`src/rtl/swb_pkg.sv`:
```
package swb_pkg;

    localparam int BLK_N   = 4;
    localparam int SRCH_P  = 4;
    localparam int PIX_W   = 8;
    localparam int FRAME_W = 16;
    localparam int FRAME_H = 12;
    localparam int COORD_W = 16;

    localparam int WIN   = 2 * SRCH_P + BLK_N - 1;
    localparam int OFF_W = $clog2(WIN);
    localparam int XW    = $clog2(FRAME_W);
    localparam int YW    = $clog2(FRAME_H);
    localparam int REUSE = 2 * SRCH_P - 1;

    typedef logic [PIX_W-1:0]          pix_t;
    typedef logic [OFF_W-1:0]          off_t;
    typedef logic [XW-1:0]             fx_t;
    typedef logic [YW-1:0]             fy_t;
    typedef logic signed [COORD_W-1:0] coord_t;
    typedef logic [WIN*PIX_W-1:0]      col_t;

    typedef struct packed {
        off_t   first;
        off_t   last;
        off_t   base;
        coord_t x0;
        coord_t y0;
    } job_t;

    function automatic int clamp_edge(int v, int hi);
        if (v < 0)  return 0;
        if (v > hi) return hi;
        return v;
    endfunction

    function automatic off_t wrap_add(off_t a, off_t b);
        int s;
        s = int'(a) + int'(b);
        if (s >= WIN) s = s - WIN;
        return off_t'(s);
    endfunction

endpackage

```
`src/rtl/swb_loader.sv`:
```
module swb_loader
    import swb_pkg::*;
(
    input  logic clk,
    input  logic rst,
    input  logic start,
    input  job_t job,
    output logic mem_req_valid,
    input  logic mem_req_ready,
    output fx_t  mem_req_x,
    output fy_t  mem_req_y,
    input  logic mem_resp_valid,
    input  pix_t mem_resp_pix,
    output logic wr_en,
    output off_t wr_col,
    output off_t wr_row,
    output pix_t wr_pix,
    output logic col_done,
    output logic busy
);

    job_t job_q;
    logic busy_q, rq_done;
    off_t rq_off, rq_row, wr_off, wr_row_q;

    assign busy          = busy_q;
    assign mem_req_valid = busy_q && !rq_done;
    assign mem_req_x     = fx_t'(clamp_edge(int'(job_q.x0) + int'(rq_off), FRAME_W - 1));
    assign mem_req_y     = fy_t'(clamp_edge(int'(job_q.y0) + int'(rq_row), FRAME_H - 1));

    assign wr_en    = mem_resp_valid;
    assign wr_col   = wrap_add(job_q.base, wr_off);
    assign wr_row   = wr_row_q;
    assign wr_pix   = mem_resp_pix;
    assign col_done = mem_resp_valid && (wr_row_q == off_t'(WIN - 1));

    always_ff @(posedge clk) begin
        if (rst) begin
            job_q    <= '0;
            busy_q   <= 1'b0;
            rq_done  <= 1'b0;
            rq_off   <= '0;
            rq_row   <= '0;
            wr_off   <= '0;
            wr_row_q <= '0;
        end else if (start) begin
            job_q    <= job;
            busy_q   <= 1'b1;
            rq_done  <= 1'b0;
            rq_off   <= job.first;
            rq_row   <= '0;
            wr_off   <= job.first;
            wr_row_q <= '0;
        end else begin
            if (mem_req_valid && mem_req_ready) begin
                if (rq_row == off_t'(WIN - 1)) begin
                    rq_row <= '0;
                    if (rq_off == job_q.last) rq_done <= 1'b1;
                    else                      rq_off  <= rq_off + 1'b1;
                end else begin
                    rq_row <= rq_row + 1'b1;
                end
            end
            if (mem_resp_valid) begin
                if (col_done) begin
                    wr_row_q <= '0;
                    if (wr_off == job_q.last) busy_q <= 1'b0;
                    else                      wr_off <= wr_off + 1'b1;
                end else begin
                    wr_row_q <= wr_row_q + 1'b1;
                end
            end
        end
    end

    assert_req_hold_R10: assert property (@(posedge clk) disable iff (rst)
        (mem_req_valid && !mem_req_ready && !start) |=>
            (mem_req_valid && $stable(mem_req_x) && $stable(mem_req_y)));

    assert_req_in_frame_R6: assert property (@(posedge clk) disable iff (rst)
        mem_req_valid |-> (int'(mem_req_x) < FRAME_W && int'(mem_req_y) < FRAME_H));

    assert_resp_only_when_loading_R10: assert property (@(posedge clk) disable iff (rst)
        mem_resp_valid |-> busy_q);

endmodule

```
`src/rtl/swb_colstore.sv`:
```
module swb_colstore
    import swb_pkg::*;
(
    input  logic           clk,
    input  logic           rst,
    input  logic [WIN-1:0] clr_mask,
    input  logic           wr_en,
    input  off_t           wr_col,
    input  off_t           wr_row,
    input  pix_t           wr_pix,
    input  logic           col_done,
    input  logic           rd_req,
    input  off_t           rd_phys,
    output logic           rd_ready,
    output logic           rd_vld,
    output col_t           rd_col
);

    pix_t           store [WIN][WIN];
    logic [WIN-1:0] valid_q, set_mask;
    col_t           rd_word;

    always_comb begin
        set_mask = '0;
        if (col_done) set_mask[wr_col] = 1'b1;
    end

    assign rd_ready = valid_q[rd_phys];

    for (genvar r = 0; r < WIN; r++) begin : g_pack
        assign rd_word[r*PIX_W +: PIX_W] = store[rd_phys][r];
    end

    always_ff @(posedge clk) begin
        if (wr_en) store[wr_col][wr_row] <= wr_pix;
    end

    always_ff @(posedge clk) begin
        if (rst) begin
            valid_q <= '0;
            rd_vld  <= 1'b0;
            rd_col  <= '0;
        end else begin
            valid_q <= (valid_q & ~clr_mask) | set_mask;
            rd_vld  <= rd_req && rd_ready;
            if (rd_req && rd_ready) rd_col <= rd_word;
        end
    end

    assert_clear_takes_effect_R9: assert property (@(posedge clk) disable iff (rst)
        (clr_mask != '0) |=> ((valid_q & $past(clr_mask)) == '0));

    assert_no_read_while_loading_R5: assert property (@(posedge clk) disable iff (rst)
        (rd_req && !rd_ready) |=> !rd_vld);

endmodule

```
`src/rtl/swb_reuse_buf.sv`:
```
module swb_reuse_buf
    import swb_pkg::*;
(
    input  logic                  clk,
    input  logic                  rst,
    input  logic                  row_start,
    input  logic [YW-1:0]         row_y,
    input  logic                  next_blk,
    output logic                  mem_req_valid,
    input  logic                  mem_req_ready,
    output logic [XW-1:0]         mem_req_x,
    output logic [YW-1:0]         mem_req_y,
    input  logic                  mem_resp_valid,
    input  logic [PIX_W-1:0]      mem_resp_pix,
    input  logic                  rd_req,
    input  logic [OFF_W-1:0]      rd_off,
    output logic                  rd_ready,
    output logic                  rd_vld,
    output logic [WIN*PIX_W-1:0]  rd_col
);

    coord_t         blk_x_q;
    off_t           base_q, base_n;
    fy_t            row_y_q;
    job_t           job;
    logic [WIN-1:0] clr_mask;
    logic           start, busy;
    logic           wr_en, col_done;
    off_t           wr_col, wr_row;
    pix_t           wr_pix;

    assign start  = row_start || next_blk;
    assign base_n = wrap_add(base_q, off_t'(BLK_N));

    always_comb begin
        job      = '0;
        clr_mask = '0;
        if (row_start) begin
            job.first = '0;
            job.last  = off_t'(WIN - 1);
            job.base  = '0;
            job.x0    = coord_t'(-SRCH_P);
            job.y0    = coord_t'(int'(row_y) - SRCH_P);
            clr_mask  = '1;
        end else if (next_blk) begin
            job.first = off_t'(REUSE);
            job.last  = off_t'(WIN - 1);
            job.base  = base_n;
            job.x0    = coord_t'(int'(blk_x_q) + BLK_N - SRCH_P);
            job.y0    = coord_t'(int'(row_y_q) - SRCH_P);
            for (int o = REUSE; o < WIN; o++)
                clr_mask[wrap_add(base_n, off_t'(o))] = 1'b1;
        end
    end

    always_ff @(posedge clk) begin
        if (rst) begin
            blk_x_q <= '0;
            base_q  <= '0;
            row_y_q <= '0;
        end else if (row_start) begin
            blk_x_q <= '0;
            base_q  <= '0;
            row_y_q <= row_y;
        end else if (next_blk) begin
            blk_x_q <= blk_x_q + coord_t'(BLK_N);
            base_q  <= base_n;
        end
    end

    swb_loader i_loader (
        .clk            (clk),
        .rst            (rst),
        .start          (start),
        .job            (job),
        .mem_req_valid  (mem_req_valid),
        .mem_req_ready  (mem_req_ready),
        .mem_req_x      (mem_req_x),
        .mem_req_y      (mem_req_y),
        .mem_resp_valid (mem_resp_valid),
        .mem_resp_pix   (mem_resp_pix),
        .wr_en          (wr_en),
        .wr_col         (wr_col),
        .wr_row         (wr_row),
        .wr_pix         (wr_pix),
        .col_done       (col_done),
        .busy           (busy)
    );

    swb_colstore i_store (
        .clk      (clk),
        .rst      (rst),
        .clr_mask (clr_mask),
        .wr_en    (wr_en),
        .wr_col   (wr_col),
        .wr_row   (wr_row),
        .wr_pix   (wr_pix),
        .col_done (col_done),
        .rd_req   (rd_req),
        .rd_phys  (wrap_add(base_q, rd_off)),
        .rd_ready (rd_ready),
        .rd_vld   (rd_vld),
        .rd_col   (rd_col)
    );

    assert_cmd_only_when_idle_R2: assert property (@(posedge clk) disable iff (rst)
        (row_start || next_blk) |-> !busy);

    assert_single_cmd_R3: assert property (@(posedge clk) disable iff (rst)
        !(row_start && next_blk));

endmodule

```
`config.mk`:
```
export PLATFORM = sky130hd
export DESIGN_NAME = swb_reuse_buf
export DESIGN_NICKNAME = d
export VERILOG_FILES = /design/src/rtl/swb_pkg.sv /design/src/rtl/swb_loader.sv /design/src/rtl/swb_colstore.sv /design/src/rtl/swb_reuse_buf.sv
export SDC_FILE = /design/constraint.sdc
export NUM_CORES = 1
export LEC_CHECK = 0
export CAP_MARGIN = 30
export CORE_MARGIN = 1.5
export CORE_UTILIZATION = 45
export DETAILED_ROUTE_END_ITERATION = 6
export PLACE_DENSITY_LB_ADDON = 0.1
export SYNTH_ARGS = -nofsm -noshare
export SYNTH_HDL_FRONTEND = slang
export SYNTH_HIERARCHICAL = 1
export SYNTH_SLANG_ARGS = --single-unit
```
`constraint.sdc`:
```
create_clock -name clk -period 9.88 [get_ports clk]
set_clock_uncertainty 0.05 [all_clocks]
set_input_delay 1.482 -clock clk [delete_from_list [all_inputs] [get_ports clk]]
set_output_delay 1.482 -clock clk [all_outputs]
set_load 0.01 [all_outputs]
```
==> flow_metrics.tcl, run 1 <==
set metrics [dict create \
    synth.ff_latch_count 1148 \
    grt_setup_unrepaired "no" \
    setup_viol 0 \
    netlist.top_cell.by_area "sky130_fd_sc_hd__edfxtp_1" \
    edff_count_synth 968 \
    reg2reg_to "i_store/rd_col[7]" \
    first_pass_iters 5 \
    buffer_ports.inserted 121 \
    fp.dieArea_um2 108000 \
    async_flop_share_pct 0 \
    cts.htree.levels 3 \
    vias_in_the_first_global_route 28600 \
    layout.core_utilization_pct 51.7 \
    first_iter_violations 2367 \
    drive_gt1_share_pct 8.38 \
    cell_types_with_the_largest_area_share_after_synthesis "sky130_fd_sc_hd__edfxtp_1, sky130_fd_sc_hd__mux2i_1, sky130_fd_sc_hd__dfxtp_1" \
    power.internal_mw 8.73 \
    final_min_period_over_clock_period_pct 75.4 \
    timing.critical_path.cells "clkdlybuf4s50_1 -> ha_1 -> fa_1 -> nand2_1 -> nand2_1 -> nor2_1 -> o21ai_0 -> xor2_4 -> nand2_1 -> o221ai_1 -> nand2_1 -> o21ai_0 -> clkdlybuf4s50_1" \
    cp_slowest_stage_delay_ns 0.78 \
    timing_hold_violations_final 0 \
    worst_hold_slack_ns 0.406 \
    timing.critical_path.mode_cell "sky130_fd_sc_hd__nand2_1" \
    yosys_most_used_dff "sky130_fd_sc_hd__edfxtp_1" \
    clk_latency_ns 0.70 \
    cts.path.max_buffers 3 \
    startpoint_type "primary input" \
    run_status "finished, final reports clean" \
    finalNonFillerCells 4972 \
    timing.final.crit_period_ns 7.45 \
    postSynthAreaPerCell_um2 14.0 \
    tritoncts_clock_tree "done" \
    syn_inst 3404 \
    detailroute.via_count 28200 \
    cts_buffers 118 \
    endpoint_kind "output port" \
    core_um2 105000 \
    worstPathArrival_ns 5.92 \
    final_cell_area_um2 54400 \
    dp_hpwl_mm 71.1 \
    wire_per_inst_um 24.0 \
    clock_tree.root_cell "sky130_fd_sc_hd__clkbuf_16" \
    largest_fanout_on_the_critical_path 22 \
    place_inst 4739 \
    power_frac_seq_pct 45.9 \
    regToRegStartpoint "base_q[0]" \
    grt_usage_pct 21.9 \
    hold_bufs_at_cts 0 \
    power_switching_share_pct 25.4 \
    sequential_area_share_after_synthesis_pct 68.4 \
    timing.hold.worst_endpoint "i_store/rd_col[52]" \
    setup_tns_ns 0 \
    flow.area_growth_from_synthesis_pct 13.8 \
    grt_first_pass_wirelength_mm 178 \
    power_density_nw_per_um2 215 \
    start_util_pct 45.4 \
    timing.critical_path.required_ns 8.35 \
    slew_headroom_pct 29.7 \
    tritoncts_num_sinks 1148 \
    antenna_left 0 \
    fp.dieH_um 329 \
    min_path_cells 2 \
    maxCapViolCount 0 \
    core.rowCount 119 \
    maxSlewViolCount 0 \
    die_width_um 329 \
    antenna_found_initial 2 \
    reg2reg_depth 14 \
    power_frac_comb_pct 15.4 \
    cts_post_setup_buffers_inserted 0 \
    worstHoldStart "i_store/rd_col[52]" \
    total_switching_power_mw 2.97 \
    path_class "primary input to output port" \
    timing.reg2reg.setup_slack_ns 3.73 \
    ios 122 \
    synth_top_area_share_pct 60.9 \
    clock.fmax_mhz 134 \
    hold_class "flop to flop" \
    yosys.cell_types.count 86 \
    post_cts_resize_count 0 \
    synth-warning-count 6 \
    grt_max_degree 114 \
    worst_slew_pin_slew_ns 1.05 \
    viasPerCell 5.66 \
    totalWireLength_mm 119 \
    final_replace_weighted_congestion 0.840 \
    cp_slowest_cell "sky130_fd_sc_hd__xor2_4" \
    p_leak_nw 19.4 \
    max-vdd-ir-drop_mv 0.140 \
    worst_setup_hold_path_clk_slew_ns 0.06 \
    post_synth_instance_area_um2 47800 \
    placedInstanceArea_um2 50200 \
    clock_power_share_pct 38.6 \
    nets 3540 \
    drc 0 \
    nFillCells 8730 \
    grt_overflow 0 \
]
[layout by cell type (no fill, tap or decap), types with 18 or more instances in the layout]
| cell | netlist | final |
|---|---|---|
| sky130_fd_sc_hd__a211o_1 | 93 | 93 |
| sky130_fd_sc_hd__a211oi_1 | 75 | 75 |
| sky130_fd_sc_hd__a211oi_2 | 22 | 22 |
| sky130_fd_sc_hd__a21oi_1 | 134 | 134 |
| sky130_fd_sc_hd__buf_4 | 16 | 48 |
| sky130_fd_sc_hd__clkbuf_1 | 145 | 37 |
| sky130_fd_sc_hd__clkbuf_16 | 0 | 121 |
| sky130_fd_sc_hd__clkdlybuf4s50_1 | 0 | 112 |
| sky130_fd_sc_hd__clkinv_2 | 0 | 18 |
| sky130_fd_sc_hd__dfxtp_1 | 180 | 180 |
| sky130_fd_sc_hd__edfxtp_1 | 968 | 968 |
| sky130_fd_sc_hd__ha_1 | 40 | 40 |
| sky130_fd_sc_hd__inv_1 | 136 | 135 |
| sky130_fd_sc_hd__mux2i_1 | 500 | 500 |
| sky130_fd_sc_hd__nand2_1 | 179 | 179 |
| sky130_fd_sc_hd__nand3_1 | 26 | 26 |
| sky130_fd_sc_hd__nand4_1 | 19 | 19 |
| sky130_fd_sc_hd__nor2_1 | 236 | 236 |
| sky130_fd_sc_hd__nor2b_1 | 18 | 18 |
| sky130_fd_sc_hd__o21ai_0 | 127 | 126 |
| sky130_fd_sc_hd__o22ai_1 | 183 | 183 |
| sky130_fd_sc_hd__xnor2_1 | 22 | 21 |
| sky130_fd_sc_hd__xor2_1 | 32 | 31 |
[routing by layer]
metal / GRT usage [%] / part of all wire [%] / routed length [um] / vias to the layer above
li1: - / - / - / 13000
met1: 29.8 / 45 / 53100 / 14200
met2: 36.6 / 49 / 57800 / 721
met3: 2.92 / 4.8 / 5700 / 153
met4: 6.12 / 2.1 / 2470 / 0
met5: 0 / 0 / 0 / -
[layout make-up]
type,count,area (um2),area share [%]
repair buffers,172,1770,3.26
well taps,1391,1740,3.20
diodes,3,7.51,0.0138
multi-input cells,1895,13700,25.1
inverters,138,518,0.953
flip-flops and latches,1148,32700,60.1
clock buffers,175,3400,6.25
clock inverters,50,614,1.13
[synth_stat cells (14+ instances only)]
library cell / n
sky130_fd_sc_hd__nor2_1: 236
sky130_fd_sc_hd__a21oi_1: 134
sky130_fd_sc_hd__inv_1: 136
sky130_fd_sc_hd__xor2_1: 32
sky130_fd_sc_hd__mux2i_1: 500
sky130_fd_sc_hd__nand2_1: 179
sky130_fd_sc_hd__nand3_1: 26
sky130_fd_sc_hd__nand2b_1: 14
sky130_fd_sc_hd__xnor2_1: 22
sky130_fd_sc_hd__ha_1: 40
sky130_fd_sc_hd__a211o_1: 93
sky130_fd_sc_hd__clkbuf_1: 145
sky130_fd_sc_hd__o22ai_1: 183
sky130_fd_sc_hd__dfxtp_1: 180
sky130_fd_sc_hd__buf_4: 16
sky130_fd_sc_hd__o21ai_0: 127
sky130_fd_sc_hd__nand4_1: 19
sky130_fd_sc_hd__edfxtp_1: 968
sky130_fd_sc_hd__nor2b_1: 18
sky130_fd_sc_hd__a211oi_2: 22
sky130_fd_sc_hd__a211oi_1: 75
sky130_fd_sc_hd__buf_2: 47
[power by group through the flow]
stage	sequential (mW)	combinational, mW	clock, mW
after floorplan	5.48	1.21	0
after global placement	5.48	1.78	0
after detailed placement	5.48	1.80	0
after CTS	5.38	1.81	4.61
after global routing	5.38	1.93	4.79
final	5.37	1.80	4.52
[worst max-delay path: cells and delay by family]
kind,cells,cell delay (ns)
AOI/OAI and AO/OA,3,1.35
buffers and inverters,2,1.02
adders and majority gates,2,0.78
xor gates and xnor gates,1,0.78
and+or+nand+nor,5,0.49
[sequential cells by signal, indices dropped and copies added, names as in the netlist]
name	flops
base_q	4
blk_x_q	14
i_loader/busy	1
i_loader/job_q	40
i_loader/rq_done	1
i_loader/rq_off	4
i_loader/rq_row	4
i_loader/wr_off	4
i_loader/wr_row	4
i_store/rd_col	88
i_store/rd_vld	1
i_store/store	968
i_store/valid_q	11
row_y_q	4
[logic make-up after synthesis]
kind of cell	after synthesis	share of synthesized area, %
AO/OA/AOI/OAI	722	10.2
other	1	0.00785
AND/OR/NAND/NOR	563	5.34
multiplexers	506	10.6
flip-flops	1148	68.4
XOR/XNOR	55	1.02
buffers and inverters	365	3.23
adder cells (fa/ha/maj)	44	1.22
[how the worst max path moves through the flow]
stage,startpoint,to,slack [ns],cells past startpoint
after floorplan,rd_off[0],rd_ready,4.22,12
after global placement,rd_off[0],rd_ready,2.25,13
after detailed placement,rd_off[0],i_store/rd_col[25],2.30,13
after CTS,rd_off[0],rd_ready,2.31,13
after global routing,rd_off[0],rd_ready,1.99,13
final,rd_off[0],rd_ready,2.43,13
[per-stage QoR]
step | setup WS (ns) | power [mW]
after global routing | 1.99 | 12.1
after floorplan | 4.22 | 6.69
after detailed placement | 2.30 | 7.28
final | 2.43 | 11.7
after CTS | 2.31 | 11.8
after global placement | 2.25 | 7.25
Power figures use the tool's default switching activity.
==> inputs of run 2 (changes only) <==
- clock period: 9.88 -> 7.25 ns (I/O delays scaled with it)
==> flow_metrics.tcl, run 2 (synthesized netlist as in run 1, its figures left out) <==
set metrics [dict create \
    reg2reg_depth 16 \
    endpoint_kind "output port" \
    core.rowCount 119 \
    min_path_cells 2 \
    nets 3539 \
    die_width_um 329 \
    dp_hpwl_mm 72.4 \
    maxCapViolCount 0 \
    start_util_pct 45.4 \
    clock.fmax_mhz 167 \
    timing.final.crit_period_ns 5.98 \
    hold_class "flop to flop" \
    post-place-ws_ns 1.10 \
    run_status "finished, final reports clean" \
    crit_family "buffers and inverters" \
    final_min_period_over_clock_period_pct 82.5 \
    flow.area_growth_from_synthesis_pct 13.9 \
    wire_per_inst_um 24.2 \
    startpoint_type "primary input" \
    fp.dieArea_um2 108000 \
    antenna_left 0 \
    drc 0 \
    grt_overflow 0 \
    grt_setup_unrepaired "no" \
    p_leak_nw 19.4 \
    worst_hold_slack_ns 0.403 \
    cts.path.max_buffers 3 \
    drive_gt1_share_pct 8.53 \
    largest_register_ff_count 968 \
    power_density_nw_per_um2 293 \
    grt_max_degree 93 \
    detailroute.via_count 28200 \
    grt_first_pass_wirelength_mm 180 \
    ios 122 \
    biggestRegsByFlops "i_store/store: 968 flops, i_store/rd_col: 88 flops, i_loader/job_q: 40 flops" \
    core_um2 105000 \
    worst_setup_hold_path_clk_slew_ns 0.06 \
    placedInstanceArea_um2 50300 \
    grt_use_met2_pct 36.7 \
    antenna_found_initial 3 \
    regMostFlops "i_store/store" \
    timing_hold_violations_final 0 \
    maxSlewViolCount 0 \
    number_of_diodes_added_for_antenna_fixing 0 \
    first_iter_violations 2092 \
    max-vdd-ir-drop_mv 0.188 \
    cp_slowest_cell "sky130_fd_sc_hd__clkdlybuf4s50_1" \
    layout.cells.most_common "sky130_fd_sc_hd__edfxtp_1" \
    hold_bufs_at_cts 0 \
    timing.critical_path.cells "clkdlybuf4s50_1 -> ha_1 -> fa_1 -> xnor2_1 -> nand2_1 -> nor2_1 -> o21ai_0 -> buf_4 -> mux2_8 -> mux2i_1 -> o221ai_1 -> nand2_1 -> o21ai_0 -> clkdlybuf4s50_1" \
    cts_post_setup_buffers_inserted 0 \
    grtUsageMet1_pct 30.0 \
    tritoncts_clock_tree "done" \
    setup_viol 0 \
    tritoncts_num_sinks 1148 \
    worstPathArrival_ns 4.84 \
    worst_slew_pin_slew_ns 1.01 \
    timing.hold.worst_endpoint "i_store/rd_col[61]" \
    slew_headroom_pct 32.8 \
    timing.reg2reg.setup_slack_ns 1.37 \
    worstHoldStart "i_store/rd_col[61]" \
    regToRegStartpoint "base_q[2]" \
    cp_slowest_stage_delay_ns 0.58 \
    grt_most_used_layer "met2" \
    final_cell_area_um2 54400 \
    setup_tns_ns 0 \
    reg2reg_to "i_store/valid_q[10]" \
    first_pass_iters 5 \
    viasPerCell 5.68 \
    combined_buffer_and_inverter_count_along_the_critical_path 3 \
    final_cell_mix "sky130_fd_sc_hd__edfxtp_1, sky130_fd_sc_hd__mux2i_1, sky130_fd_sc_hd__nor2_1" \
    clock_tree.root_cell "sky130_fd_sc_hd__clkbuf_16" \
    buffer_ports.inserted 121 \
    timing.critical_path.required_ns 6.11 \
    fp.dieH_um 329 \
    cts.htree.levels 3 \
    setup_ws_ns 1.27 \
    path_class "primary input to output port" \
    largest_fanout_on_the_critical_path 65 \
    grt_usage_pct 22.1 \
    final_replace_weighted_congestion 0.832 \
    cts_buffers 118 \
    post_cts_resize_count 0 \
    totalWireLength_mm 120 \
    clk_latency_ns 0.70 \
    vias_in_the_first_global_route 28600 \
    groute.layer.met3.usage_pct 3.22 \
]
## run 2: cell count changes in the layout (fill, tap and decap cells not counted), sizes merged
cell      previous run  this run
buf                 60        59
bufinv              12         8
clkbuf             175       174
clkinv              34        39
clkinvlp             4         1
diode                3         0
inv                138       140
## run 2: layout make-up
cell class | instances | area [um2]
Clock inverter | 50 | 558
Sequential cell | 1148 | 32700
Tap cell | 1391 | 1740
Clock buffer | 174 | 3460
Fill cell | 8731 | 50900
Multi-Input combinational cell | 1895 | 13700
Inverter | 138 | 518
Timing Repair Buffer | 171 | 1800
## run 2: stage by stage
step	std cells	power [mW]	utilization, %
2_1_floorplan	3408	9.11	-
3_3_place_gp	4737	9.91	47.7
3_5_place_dp	4741	9.94	47.8
4_1_cts	4965	16.1	51.6
5_1_grt	4967	16.5	51.7
6_report	4967	15.9	51.7
## run 2: worst max path at each step
stage              start             endpoint  slack, ns  depth (start not counted)
5_1_grt        base_q[2]  i_store/valid_q[10]       0.97                         16
2_1_floorplan  rd_off[0]             rd_ready       2.38                         12
4_1_cts        rd_off[0]             rd_ready       1.17                         14
3_5_place_dp   rd_off[0]   i_store/rd_col[58]       1.10                         16
3_3_place_gp   rd_off[0]             rd_ready       1.04                         14
6_report       rd_off[0]             rd_ready       1.27                         14
## run 2: per-layer routing
metal	part of all wire (%)	wire length, um	vias to the layer above
li1	-	-	13100
met2	49	58400	708
met4	2.7	3250	2
met5	0.0091	11	-
met3	4.9	5930	160
met1	44	52800	14300
## run 2: worst reg2reg max path, delay by kind of cell, from the launching register on
family | cells | cell delay (ns)
adders and majority gates | 2 | 0.71
buffers and inverters | 2 | 0.37
and+or+nand+nor | 5 | 1.21
AOI/OAI and AO/OA | 6 | 2.41
xor gates and xnor gates | 1 | 0.23
DFF | 1 | 0.82
## run 2: where the power goes
group / total, mW / internal (mW) / switching (mW)
clock network: 6.12 / 3.59 / 2.53
registers: 7.33 / 7.25 / 0.0838
logic: 2.46 / 0.977 / 1.49
